`config.mk`:
```
export PLATFORM = sky130hd
export DESIGN_NAME = link_rst_seq
export DESIGN_NICKNAME = d
export VERILOG_FILES = /design/src/rtl/lrs_pkg.sv /design/src/rtl/lrs_bclk_mon.sv /design/src/rtl/lrs_warm_fsm.sv /design/src/rtl/lrs_ctrl_reg.sv /design/src/rtl/link_rst_seq.sv
export SDC_FILE = /design/constraint.sdc
export NUM_CORES = 1
export LEC_CHECK = 0
export ABC_AREA = 1
export ABC_CLOCK_PERIOD_IN_PS = 1600
export BUFFER_PORTS_ARGS = -buffer_cell sky130_fd_sc_hd__buf_2
export CAP_MARGIN = 5
export CORE_MARGIN = 2
export CORE_UTILIZATION = 30
export CTS_CLUSTER_SIZE = 24
export DETAILED_ROUTE_END_ITERATION = 10
export PLACE_DENSITY = 0.55
export SLEW_MARGIN = 25
export SYNTH_ARGS = -nofsm -noshare
export SYNTH_HDL_FRONTEND = slang
export SYNTH_HIERARCHICAL = 1
export SYNTH_SLANG_ARGS = --single-unit
```
`constraint.sdc`:
```
create_clock -name clk -period 1.6 [get_ports clk]
set_input_delay 0.16 -clock clk [delete_from_list [all_inputs] [get_ports clk]]
set_output_delay 0.16 -clock clk [all_outputs]
set_load 0.02 [all_outputs]
```
`src/rtl/lrs_pkg.sv`:
```
// Package: shared field positions and warm-reset state encoding.
// Assumes a two-bit control register: bit 0 cold release, bit 1 warm.
package lrs_pkg;
    localparam int COLD_BIT = 0;
    localparam int WARM_BIT = 1;
    localparam int REG_W    = 2;

    typedef enum logic [1:0] {
        WS_IDLE  = 2'd0,
        WS_PULSE = 2'd1,
        WS_WAIT  = 2'd2
    } warm_st_t;
endpackage

```
`src/rtl/lrs_bclk_mon.sv`:
```
// Module: lrs_bclk_mon
// Synchronises the codec bit clock and reports it active while an edge
// has been seen within WIN_CYC system clocks.
// Assumes bclk_in is asynchronous and slower than clk/2.
module lrs_bclk_mon #(
    parameter int WIN_CYC = 16,
    parameter int STAGES  = 2
) (
    input  logic clk,
    input  logic rst_n,
    input  logic bclk_in,
    output logic bclk_act
);
    localparam int CW = $clog2(WIN_CYC + 1);

    logic [STAGES-1:0] sync_q;
    logic              prev_q;
    logic [CW-1:0]     idle_cnt;
    logic              edge_seen;

    // Synchroniser chain for the asynchronous bit clock.
    genvar g;
    generate
        for (g = 0; g < STAGES; g++) begin : g_sync
            if (g == 0) begin : g_first
                always_ff @(posedge clk) begin
                    if (!rst_n) sync_q[g] <= 1'b0;
                    else        sync_q[g] <= bclk_in;
                end
            end else begin : g_next
                always_ff @(posedge clk) begin
                    if (!rst_n) sync_q[g] <= 1'b0;
                    else        sync_q[g] <= sync_q[g-1];
                end
            end
        end
    endgenerate

    // Hold the previous synchronised level for edge detection.
    always_ff @(posedge clk) begin
        if (!rst_n) prev_q <= 1'b0;
        else        prev_q <= sync_q[STAGES-1];
    end

    assign edge_seen = sync_q[STAGES-1] ^ prev_q;

    // Window counter: restart on an edge, drop activity when it expires.
    always_ff @(posedge clk) begin
        if (!rst_n) begin
            idle_cnt <= '0;
            bclk_act <= 1'b0;
        end else if (edge_seen) begin
            idle_cnt <= '0;
            bclk_act <= 1'b1;
        end else if (idle_cnt == CW'(WIN_CYC - 1)) begin
            bclk_act <= 1'b0;
        end else begin
            idle_cnt <= idle_cnt + 1'b1;
        end
    end
endmodule

```
`src/rtl/lrs_warm_fsm.sv`:
```
// Module: lrs_warm_fsm
// Drives the sync pulse of a warm reset and waits for the bit clock to
// return before declaring the warm reset complete.
// Assumes start is only raised while idle; abort takes priority.
module lrs_warm_fsm
    import lrs_pkg::*;
#(
    parameter int SYNC_CYC = 8
) (
    input  logic clk,
    input  logic rst_n,
    input  logic start,
    input  logic abort,
    input  logic bclk_act,
    output logic sync_out,
    output logic busy
);
    localparam int PW = $clog2(SYNC_CYC + 1);

    warm_st_t      st_q;
    logic [PW-1:0] pcnt;

    // State register with pulse-length counter.
    always_ff @(posedge clk) begin
        if (!rst_n) begin
            st_q <= WS_IDLE;
            pcnt <= '0;
        end else if (abort) begin
            st_q <= WS_IDLE;
            pcnt <= '0;
        end else begin
            case (st_q)
                WS_IDLE: if (start) begin
                    st_q <= WS_PULSE;
                    pcnt <= '0;
                end
                WS_PULSE: if (pcnt == PW'(SYNC_CYC - 1)) begin
                    st_q <= WS_WAIT;
                end else begin
                    pcnt <= pcnt + 1'b1;
                end
                WS_WAIT: if (bclk_act) st_q <= WS_IDLE;
                default: st_q <= WS_IDLE;
            endcase
        end
    end

    // Output decode.
    assign sync_out = (st_q == WS_PULSE);
    assign busy     = (st_q != WS_IDLE);
endmodule

```
`src/rtl/lrs_ctrl_reg.sv`:
```
// Module: lrs_ctrl_reg
// Holds the cold-release bit and qualifies warm-reset requests.
// Assumes a single write port; the warm bit itself lives in the FSM.
module lrs_ctrl_reg
    import lrs_pkg::*;
(
    input  logic             clk,
    input  logic             rst_n,
    input  logic             wr_en,
    input  logic [REG_W-1:0] wr_data,
    input  logic             bclk_act,
    input  logic             busy,
    output logic             cold_n,
    output logic             warm_start,
    output logic             warm_abort
);
    // Cold-release bit, zero out of reset.
    always_ff @(posedge clk) begin
        if (!rst_n)     cold_n <= 1'b0;
        else if (wr_en) cold_n <= wr_data[COLD_BIT];
    end

    // Warm requests only count with cold released, bit clock idle, no warm active.
    assign warm_start = wr_en && wr_data[WARM_BIT] && cold_n && !bclk_act && !busy;
    // Entering cold reset cancels any warm reset at once.
    assign warm_abort = !cold_n || (wr_en && !wr_data[COLD_BIT]);
endmodule

```
`src/rtl/link_rst_seq.sv`:
```
// Module: link_rst_seq (top)
// Cold and warm reset sequencer for a serial audio codec link.
// Assumes bclk_in comes from the codec and is asynchronous to clk.
module link_rst_seq
    import lrs_pkg::*;
#(
    parameter int WIN_CYC  = 16,
    parameter int SYNC_CYC = 8,
    parameter int STAGES   = 2
) (
    input  logic       clk,
    input  logic       rst_n,
    input  logic       wr_en,
    input  logic [1:0] wr_data,
    output logic [1:0] rd_data,
    input  logic       bclk_in,
    output logic       codec_rst_n,
    output logic       sync_out
);
    logic bclk_act;
    logic busy;
    logic cold_n;
    logic warm_start;
    logic warm_abort;

    lrs_bclk_mon #(.WIN_CYC(WIN_CYC), .STAGES(STAGES)) u_mon (
        .clk(clk), .rst_n(rst_n), .bclk_in(bclk_in), .bclk_act(bclk_act)
    );

    lrs_ctrl_reg u_reg (
        .clk(clk), .rst_n(rst_n), .wr_en(wr_en), .wr_data(wr_data),
        .bclk_act(bclk_act), .busy(busy), .cold_n(cold_n),
        .warm_start(warm_start), .warm_abort(warm_abort)
    );

    lrs_warm_fsm #(.SYNC_CYC(SYNC_CYC)) u_fsm (
        .clk(clk), .rst_n(rst_n), .start(warm_start), .abort(warm_abort),
        .bclk_act(bclk_act), .sync_out(sync_out), .busy(busy)
    );

    // Read-back and pin mapping.
    assign codec_rst_n        = cold_n;
    assign rd_data[COLD_BIT]  = cold_n;
    assign rd_data[WARM_BIT]  = busy;
endmodule

```
* After elaboration in Yosys (flattened, before gate mapping)
Index checks and enable logic that the tools add are counted.
Storage, ports and cells: bits of input ports 6, logic and storage cells 47, output and inout bits 4, bits in registers 16
Operators by class: add/sub/neg operators 2, bitwise operators 2, reduce and logical (&&, ||, !) cells 18, multiplexer cells 9, equal/unequal tests 8
Operator list (count):
- two-way mux 4 bit | 2
- one-hot mux 4 bit (2 select lines) | 1
- two-way mux 2 bit | 3
- one-hot mux 2 bit (3 select lines) | 1
- AND reduction 3 bit | 2
- nonzero test 2 bit | 3
- adder 5 x 1 -> 5 bit (second input constant) | 1
- == test 5 x 4 -> 1 bit (second input constant) | 1
- logical AND 1 bit | 5
- adder 4 x 1 -> 4 bit (second input constant) | 1
- == test 4 x 3 -> 1 bit (second input constant) | 1
- zero test 1 bit | 4
- != test 2 x 1 -> 1 bit (second input constant) | 2
- != test 2 bit (second input constant) | 2
- OR reduction 2 bit | 2
- == test 2 x 1 -> 1 bit (second input constant) | 1
- == test 2 bit (second input constant) | 1
- zero test 2 bit | 1
- two-way mux 1 bit | 2
- logical OR 1 bit | 1
- NOT 1 bit | 1
- XOR 1 bit | 1

* Depth between registers and ports, before layout
word-level depth 6, mapped depth 10, mapped depth without buffers 10

* By module
The synthesis kept the hierarchy.
By module, submodules not included:
- lrs_bclk_mon | instances 1, cells an instance 49, area an instance 390.4 um^2, seq. area each 180.2 um^2
- lrs_warm_fsm | instances 1, cells an instance 48, area an instance 356.6 um^2, seq. area each 120.1 um^2
- lrs_ctrl_reg | instances 1, cells an instance 12, area an instance 65.1 um^2, seq. area each 20.0 um^2
- link_rst_seq | instances 1, cells an instance 2, area an instance 15.0 um^2, seq. area each 0.0 um^2

* Least setup slack after synthesis
No wires, ideal clock.
path kind register to register, from register u_mon.idle_cnt[0], to register u_mon.idle_cnt[3], required time 1483 ps, clock period less this slack 1299 ps, stages on the path, launching flop included 9, path slack 301 ps, data arrival time 1183 ps, setup time 117 ps, path buffers 0, cell sequence dfxtp_1 -> ha_1 -> nand2_1 -> nor2_1 -> ha_1 -> nor2_2 -> nand2_1 -> nand2_1 -> a21oi_2
Between the ends: longest elaborated chain between the ends 1, elaborated cells on any way between the ends 2, classes of those cells add/sub (1); eq/ne (1)
RTL lines:
- start: declaration | RTL line lrs_bclk_mon.sv:18 | logic [CW-1:0] idle_cnt;
- start signal: assignment | RTL line lrs_bclk_mon.sv:58 | idle_cnt <= idle_cnt + 1'b1;
- adder 5 x 1 -> 5 bit / == test 5 x 4 -> 1 bit (equally long branches) | RTL line lrs_bclk_mon.sv:58, lrs_bclk_mon.sv:55
Several ways; a longest one is shown, not always the timed one. A chain may end at the register's enable or synchronous reset.

* Worst setup path after layout
from register u_mon.idle_cnt[0], to register u_mon.idle_cnt[2]
Same word-level chain as after synthesis.

==> metrics.md <==
| Metric | Value |
|---|---|
| Final cycle utilization of the critical path | `0.871` |
| Root Driver | `clkbuf_4` |
| Starting density of the core | `0.308` |
| Max-slew violation count | `0` |
| Max Buffers Root-to-Sink | `2` |
| P_leak | `about 0.44 nW` |
| Final Skew | `around 0.0012 ns` |
| Fraction of layout instances using a drive strength above 1 | `0.256` |
| Pwr dens | `756 nW/um^2` |
| Synthesized netlist cell count | `~110` |
| GRT Util Overall | `0.0913` |
| R2R Path End | `u_mon/idle_cnt[2]` |
| Placed Instances | `149` |
| CP Buf/Inv Count | `1` |
| FMAX | `just over 0.7 GHz` |
| Yosys reg bits | `16` |
| Port buffer count | `9` |
| Global-route wire length before repair | `2290 um` |
| Setup Buffers After CTS | `0` |
| Worst-Skew Late Latency | `about 0.28 ns` |
| Multi-input logic area | `between 400 and 500 sq um` |
| HPWL after detailed placement | `961 um` |
| Non-filler cells, final | `152` |
| CP Capture Type | `flip-flop` |
| Min-delay src | `bclk_in` |
| Cts repair resizes | `0` |
| Vias in the first global route | `557` |
| Die ar. | `3190 sq um` |
| RR Startpoint | `u_mon/idle_cnt[0]` |
| Worst Max-Slew Pin Slew | `0.218 ns` |
| Crit start category | `flip-flop` |
| Initial antenna violation count | `0` |
| Fillcell total | `approximately 300` |
| Post-layout minimum cycle time | `1.39 ns` |
| Syn_nets | `between 100 and 150` |
| Total power | `between 0.6 and 0.7 mW` |
| Placer Congestion | `about 0.75` |
| Die H | `56.5 um` |
| Status | `finished clean` |
| Post-route antenna net violation count | `0` |
| Via count | `645` |
| Commonest non-fill, non-tap cell in the layout | `nand2_1` |
| Area added between synthesis and finish | `11.0%` |
| DRT iter0 DRCs | `10` |
| Core box area | `between 2000 and 3000 sq um` |
| Via density | `around 4.2` |
| Global-route congestion overflow total | `0` |
| Most frequent cells in the layout | `nand2_1, inv_1, dfxtp_1, nor2_1, buf_2` |
| Worst Path Arrival | `1.57 ns` |
| Reg2Reg Depth | `8` |
| Final hold violation count | `0` |
| H-Tree Depth | `1` |
| Critical path fanouts, max | `5` |
| Util after Layout | `0.342` |
| CTS Hold Buffers Added | `0` |
| Maximum VDD drop | `~540 uV` |
| Mapped Area | `827 sq um` |
| Routed WL | `around 1200 um` |
| Largest net degree at the start of global routing | `9` |
| Min-Delay Endpoint | `u_mon/sync_q[0]` |
| Clock sinks | `16` |
| Fin nets | `roughly 130` |
| Reg-to-reg setup timing slack | `0.21 ns` |
| Seq. cell area | `approximately 320 sq um` |
| Avg WL per Cell | `8.18 um` |
| Final setup viols | `0` |
| Num CTS Buffers | `3` |
| Top delay family on crit path | `adder cells` |
| Hold slack | `0.0635 ns` |
| Unrepaired setup endpoints after global routing | `false` |
| Reg clk slew, reported paths | `~0.090 ns` |
| Slew headroom | `0.855` |
| Setup TNS | `0 ns` |
| Post-synthesis sequential area ratio | `0.387` |
| Synth warn | `6` |
| ANT cells | `0` |
| First-pass iteration count of the detailed router | `4` |
| IO Pins | `10` |
| CP max stage cell | `dfxtp_1` |
| WHS Path Cells | `3` |
| Maxcap violations | `0` |
| Site row count | `19` |
| Critical path class | `flip-flop to flip-flop` |
| Library cells used by synthesis | `23` |
| Hold WC Path Type | `primary input to flip-flop` |
| Syn_area_per_cell | `around 7.5 sq um` |
| Worst path max stage delay | `roughly 0.36 ns` |
| CP required | `1.77 ns` |
| Die W | `56.5 um` |
| DRC Markers | `0` |
| CTS tree | `yes` |
| Worst-path cell chain | `ha_1 -> nand2_1 -> nor2_1 -> ha_1 -> inv_2 -> nand2_2 -> xor2_1 -> nor2_1` |
[registers in the layout (all words and copies together), names as in the netlist]
name	cells
u_fsm/st_q	2
u_reg/cold_n	1
u_fsm/pcnt	4
u_mon/bclk_act	1
u_mon/sync_q	2
u_mon/idle_cnt	5
u_mon/prev_q	1
[area by class of cell]
class	instances	share of cell area
Multi-Input combinational cell	71	0.446
Sequential cell	16	0.349
Inverter	22	0.0899
Timing Repair Buffer	9	0.0490
Tap cell	31	0.0422
Clock buffer	3	0.0245
[Yosys cell counts]
cell type	count	area, sq um
nand4_1	1	6.26
nor2_4	1	11.3
nand2_2	3	18.8
ha_1	3	37.5
a22oi_1	1	7.51
nand3b_2	1	11.3
nand2_4	1	11.3
buf_4	2	15.0
a21oi_2	2	17.5
or2_2	1	6.26
nand2_1	25	93.8
a31oi_1	1	6.26
inv_2	3	11.3
nor2_8	1	20.0
xor2_1	1	8.76
nand3_1	7	35.0
nor2_2	2	12.5
nand3_2	3	30.0
dfxtp_1	16	320
nor2_1	12	45.0
a21oi_1	4	20.0
nor3_2	1	10.0
inv_1	19	71.3
[worst max-delay path by stage]
stage	depth (start not counted)	endpoint	startpoint
2_1_floorplan	8	u_mon/idle_cnt[3]	u_mon/idle_cnt[0]
3_3_place_gp	8	u_mon/idle_cnt[2]	u_mon/idle_cnt[1]
3_5_place_dp	8	u_mon/idle_cnt[2]	u_mon/idle_cnt[0]
4_1_cts	8	u_mon/idle_cnt[2]	u_mon/idle_cnt[0]
5_1_grt	8	u_mon/idle_cnt[2]	u_mon/idle_cnt[0]
6_report	8	u_mon/idle_cnt[2]	u_mon/idle_cnt[0]
[layer usage]
metal | part of all wire | track usage | vias up
li1 | - | - | 359
met1 | 0.49 | 0.112 | 278
met2 | 0.46 | 0.141 | 6
met3 | 0.039 | 0.0415 | 2
met4 | 0.010 | 0.0306 | 0
met5 | 0 | 0 | -
[logic make-up (layout without fill, tap and decap cells)]
| logic type | after synthesis | after routing | synth area share |
|---|---|---|---|
| AOI/OAI and AO/OA | 8 | 8 | 0.0620 |
| and+or+nand+nor | 59 | 59 | 0.377 |
| buffers and inverters | 24 | 34 | 0.118 |
| adders and majority gates | 3 | 3 | 0.0454 |
| xor gates and xnor gates | 1 | 1 | 0.0106 |
| DFF | 16 | 16 | 0.387 |
[worst register-to-register path, delay by kind of cell (launching register included)]
| kind | cells | cell delay (ns) |
|---|---|---|
| and+or+nand+nor | 4 | 0.26 |
| adders and majority gates | 2 | 0.45 |
| buffers and inverters | 1 | 0.09 |
| xor gates and xnor gates | 1 | 0.13 |
| DFF | 1 | 0.36 |
[metrics by stage]
stage	instance area (sq um)	setup slack (ns)
after floorplan	827	0.301
after detailed placement	896	0.208
final	918	0.206
after CTS	918	0.200
after global placement	896	0.235
after global routing	918	0.00273
[where the power goes]
| part | internal, mW | total (mW) | switching [mW] |
|---|---|---|---|
| clock network | 0.0872 | 0.203 | 0.116 |
| registers | 0.411 | 0.421 | 0.00955 |
| logic | 0.0278 | 0.0704 | 0.0426 |
| total | 0.526 | 0.694 | 0.168 |
No activity file was read; power rests on OpenSTA's default activity.
